### config.mk
export PLATFORM = sky130hd
export DESIGN_NAME = quarter_rate_mixer
export DESIGN_NICKNAME = d
export VERILOG_FILES = /design/src/rtl/quarter_rate_mixer.sv
export SDC_FILE = /design/constraint.sdc
export NUM_CORES = 1
export LEC_CHECK = 0
export ABC_AREA = 1
export BUFFER_PORTS_ARGS = -buffer_cell sky130_fd_sc_hd__buf_2
export CAP_MARGIN = 20
export CORE_MARGIN = 10
export CORE_UTILIZATION = 35
export CTS_BUF_LIST = sky130_fd_sc_hd__clkbuf_4 sky130_fd_sc_hd__clkbuf_8 sky130_fd_sc_hd__clkbuf_16
export CTS_CLUSTER_DIAMETER = 100
export DETAILED_ROUTE_END_ITERATION = 6
export MAX_ROUTING_LAYER = met4
export PLACE_DENSITY = 0.57
export SLEW_MARGIN = 15
export SYNTH_ARGS = -nofsm -noshare
export SYNTH_HDL_FRONTEND = slang
export SYNTH_SLANG_ARGS = --single-unit
### constraint.sdc
create_clock -name clk -period 1.6 [get_ports clk]
set_input_delay 0 -clock clk [delete_from_list [all_inputs] [get_ports clk]]
set_output_delay 0 -clock clk [all_outputs]
set_load 0.005 [all_outputs]
### src/rtl/quarter_rate_mixer.sv
module quarter_rate_mixer #(
  parameter int W  = 12,
  parameter int DW = 10
) (
  input  logic                clk,
  input  logic                rst_n,
  input  logic                in_valid,
  input  logic                sym_strobe,
  input  logic                in_is_q,
  input  logic signed [W-1:0] in_sample,
  output logic [DW-1:0]       dac_word,
  output logic                dac_valid,
  output logic                tag_err
);
  localparam logic signed [W-1:0] SMAX = {1'b0, {(W-1){1'b1}}};
  localparam logic signed [W-1:0] SMIN = {1'b1, {(W-1){1'b0}}};

  logic [1:0] phase;
  logic [1:0] slot;
  logic signed [W-1:0] neg_val;
  logic signed [W-1:0] mixed;

  assign slot    = sym_strobe ? 2'd0 : phase;
  assign neg_val = (in_sample == SMIN) ? SMAX : -in_sample;
  assign mixed   = slot[1] ? neg_val : in_sample;

  always_ff @(posedge clk) begin
    if (!rst_n) begin
      phase     <= 2'd0;
      dac_word  <= '0;
      dac_valid <= 1'b0;
      tag_err   <= 1'b0;
    end else begin
      dac_valid <= in_valid;
      if (in_valid) begin
        phase    <= slot + 2'd1;
        dac_word <= mixed[W-1 -: DW];
        if (in_is_q != slot[0]) tag_err <= 1'b1;
      end
    end
  end
endmodule

# --- Word-level counts from Yosys, hierarchy flattened ---
# Index checks and enable logic that the tools add are counted.
# Widths: inputs -> output; s select.
op_classes:
  reduce_logical: 1
  add_sub_neg: 2
  eq_ne: 2
  mul: 0
  bitwise_logic: 0
  div_mod_pow: 0
  shift: 0
  muxes: 3
  n_lt_le_gt_ge: 0
ops:
  columns: ["operator", "n"]
  rows:
  - ["$mux 12", 2]
  - ["$eq 12x12->1 const B", 1]
  - ["$neg 12->12", 1]
  - ["$add 2x1->2 const B", 1]
  - ["$mux 2", 1]
  - ["$reduce_and 2->1", 1]
  - ["$ne 1x1->1", 1]
word_totals:
  input_bits: 17
  out_inout_bits: 12
  ramBits: 0
  latchBits: 0
  memories: 0
  rom_bits: 0
  elab_cells: 12
  reg_bits: 14

# --- Depth between registers and ports, before layout ---
logic_depth:
  word_depth: 3
  ltp_mapped: 9
  mapped_depth_nobuf: 9

# --- Least setup slack after synthesis ---
# OpenSTA, ideal clock, no wires.
synth_timing:
  path_kind: "register -> register"
  from: "register phase[1]"
  to: "register dac_word[2]"
  synth_period_minus_slack_ps: 1026
  arrival_time_ps: 970
  n_path_buf: 0
  stages_incl_launch_ff: 7
  setup_ps: 56
  t_required_ps: 1544
  slack_ps: 574
  cell_sequence: "dfxtp_1 nand2_2 inv_2 nand2_1 xor2_1 a21o_1 inv_1"
synth_via:
  elab_chain_len: 2
synth_rtl:
  columns: ["element", "line_no", "source"]
  rows:
  - ["from (decl)", "18", "logic [1:0] phase;"]
  - ["from (signal assigned)", "36", "phase <= slot + 2'd1;"]
  - ["$mux 2", "23", "assign slot = sym_strobe ? 2'd0 : phase;"]
  - ["$mux 12", "25", "assign mixed = slot[1] ? neg_val : in_sample;"]
  - ["to (signal assigned)", "37", "dac_word <= mixed[W-1 -: DW];"]
  - ["to (decl)", "11", "output logic [DW-1:0] dac_word,"]
# Every way passes these cells.
# A chain may end at the register's enable or synchronous reset.

# --- Worst setup path in the final report ---
layout_timing:
  from: "input port in_sample[7]"
  to: "register dac_word[2]"
layout_via:
  elab_chain_len: 3
layout_rtl:
  columns: ["element", "line_no", "source"]
  rows:
  - ["from (decl)", "10", "input logic signed [W-1:0] in_sample,"]
  - ["$eq 12x12->1", "24", "assign neg_val = (in_sample == SMIN) ? SMAX : -in_sample;"]
  - ["$mux 12", "24", null]
  - ["$mux 12", "25", null]
# Every way passes these cells.

==> impl_metrics.toml <==
[status]
status = "finished clean"

[floorplanning]
rows = 17
die_h_um = 69.2
start_util = 0.376
ios = 29
core_area_um2 = 2250
die_area_um2 = 4790
die_x_um = 69.2

[timing]
setup_tns_ps = 0
hold_viol = 0
fin_crit_sh = 0.769
finalSetupViolCount = 0
worstMarginPinSlew_ps = 282
max_freq_mhz = 813
finalHoldWorstSlack_ps = 12.5
setup_ws_ps = 370
rsz0062_at_grt = "false"
slew_viol_final = 0
finalCriticalPeriod_ps = 1230
slew_headroom = 0.812
final.setup_skew_ps = 10.2

[layout]
fin_nets = 174
syn_to_final_growth_pct = 24.2
diodes = 0
instances_no_fill = 184
drive_above_1_share = 0.295
final_cell_area_um2 = 1050

[global_routing]
grt_pass1_vias = 885
overflow = 0
antenna_found_initial = 0
grt_pass1_wl_um = 3640
grt_start_max_net_pins = 18
grt_use_total = 0.0895

[logic_synthesis]
ys_seq_area_frac = 0.331
syn-cell-area_um2 = 847
ys_top_cells_by_count = "nand2_1, inv_1, nor2_1"
synth_flop_cell = "dfxtp_1"
synth_area_per_cell_um2 = 6.72
synth.area.top_cells = "dfxtp_1, nand2_1, inv_1"
yosysMostFrequentCell = "nand2_1"
async_reset_ff_frac = 0
synth_cell_types = 24
syn-num-nets = 143
yosysTopAreaCell = "dfxtp_1"
synth_seq_cells = 14
syn_inst = 126
yosys_warnings = 0
synth_edf_count = 0
yosysTopAreaCellShare = 0.331

[placement]
port_buffers = 28
gp_congestion = 0.840
post_dp_cell_area_um2 = 1010
dp_hpwl_um = 1700
place_inst = 179
dp_slack_ps = 458

[setup_path]
crit_arrival_ps = 1460
crit_path_start_kind = "primary input"
cp_max_fo = 7
crit_required_ps = 1830
crit_type = "primary input to register"
end_kind = "register"
ff2ff_path_depth = 6
reg2reg_slack_ps = 450

[clock_network]
ctsLongestPathBuffers = 2
cts_root_buf = "clkbuf_4"
clk_pin_slew_ps = 100
clkSinkCount = 14
ctsResizeCount = 0
htree_levels = 1
insertion_delay_ps = 290
cts_made_buffers = 3
cts_tree = "built"

[pwr]
ir_drop_uv = 398
powerDensity_nw_per_um2 = 762
power_leakage_nw = 0.577

[hold_path]
worstHoldPathCells = 3
hold_path_class = "primary input to register"

[detailed_routing]
drt_iter0_markers = 37
routedWlPerCell_um = 11.5
dr_total_vias = 826
viasPerCell = 4.49
wl_um = 2110
drcViolationCount = 0
ant_nets = 0
dr.pass1.iters = 4

[run]
maxCapViolCount = 0
==> final cells by class <==
class / count / area, µm²
multi-input cells: 88 / 472
fillers: 257 / 1200
clock buffers: 4 / 36.3
repair buffers: 29 / 150
well taps: 28 / 35.0
inverters: 21 / 78.8
flip-flops and latches: 14 / 280
==> cells in the final DEF, fill, tap and decap left out, types with 2 or more instances in the layout <==
cell type  synthesis  final
xor2_1             5      5
a21oi_1            5      5
nor2_2             2      2
nand2_2            3      3
a21o_1             3      3
nand2_1           29     29
dfxtp_1           14     14
a31oi_1            2      2
nor2_4             2      2
buf_2              0     28
o21ai_0           10     10
nand3_1            4      4
inv_1             19     19
inv_2              2      2
clkbuf_4           0      3
nor2_1            15     15
nand3_2            2      2
==> routing by layer <==
layer	global-route usage	part of all wire	up-vias
met5	-	0	-
met4	0.0288	0.0043	0
met3	0.0200	0.047	2
met2	0.151	0.48	27
met1	0.102	0.47	347
li1	-	-	450
==> per-stage QoR <==
step	power, mW	utilization
6_report	0.801	0.467
5_1_grt	0.858	0.467
4_1_cts	0.814	0.467
3_5_place_dp	0.543	0.446
3_3_place_gp	0.541	0.446
2_1_floorplan	0.478	-
==> cells by family after synthesis <==
group | Yosys count | share of synthesized area
buf+inv | 24 | 0.112
flops | 14 | 0.331
compound gates | 22 | 0.149
simple gates | 60 | 0.346
xor+xnor | 6 | 0.0620
==> state kept, by name, indices dropped and copies added (netlist names) <==
register / flops
dac_valid: 1
dac_word: 10
phase: 2
tag_err: 1
==> worst paths after layout <==
check	to	start
setup / recovery	dac_word[2]	in_sample[7]
hold / removal	dac_word[8]	in_sample[10]
hold reg to reg	dac_word[9]	dac_word[9]
setup reg to reg	dac_word[2]	phase[1]
==> worst max-delay path, stage by stage <==
cell and delay [ps]:
dlygate4sd3_1 530, buf_2 140, nor2_1 140, inv_1 80
nor2_2 120, nand3_2 100, nand2_2 70, inv_2 70
a21o_1 160, inv_1 40
==> power by group <==
part	internal, mW	switching [mW]	leakage [nW]
clock network	0.138	0.129	0.0210
logic	0.0638	0.0862	0.440
registers	0.373	0.0107	0.116
total	0.575	0.226	0.577
==> what timing repair did <==
item	in CTS	in global routing
buffers inserted	0	0
hold buffers	1	0
hold endpoints to repair	1	0
Power figures use the tool's default switching activity.
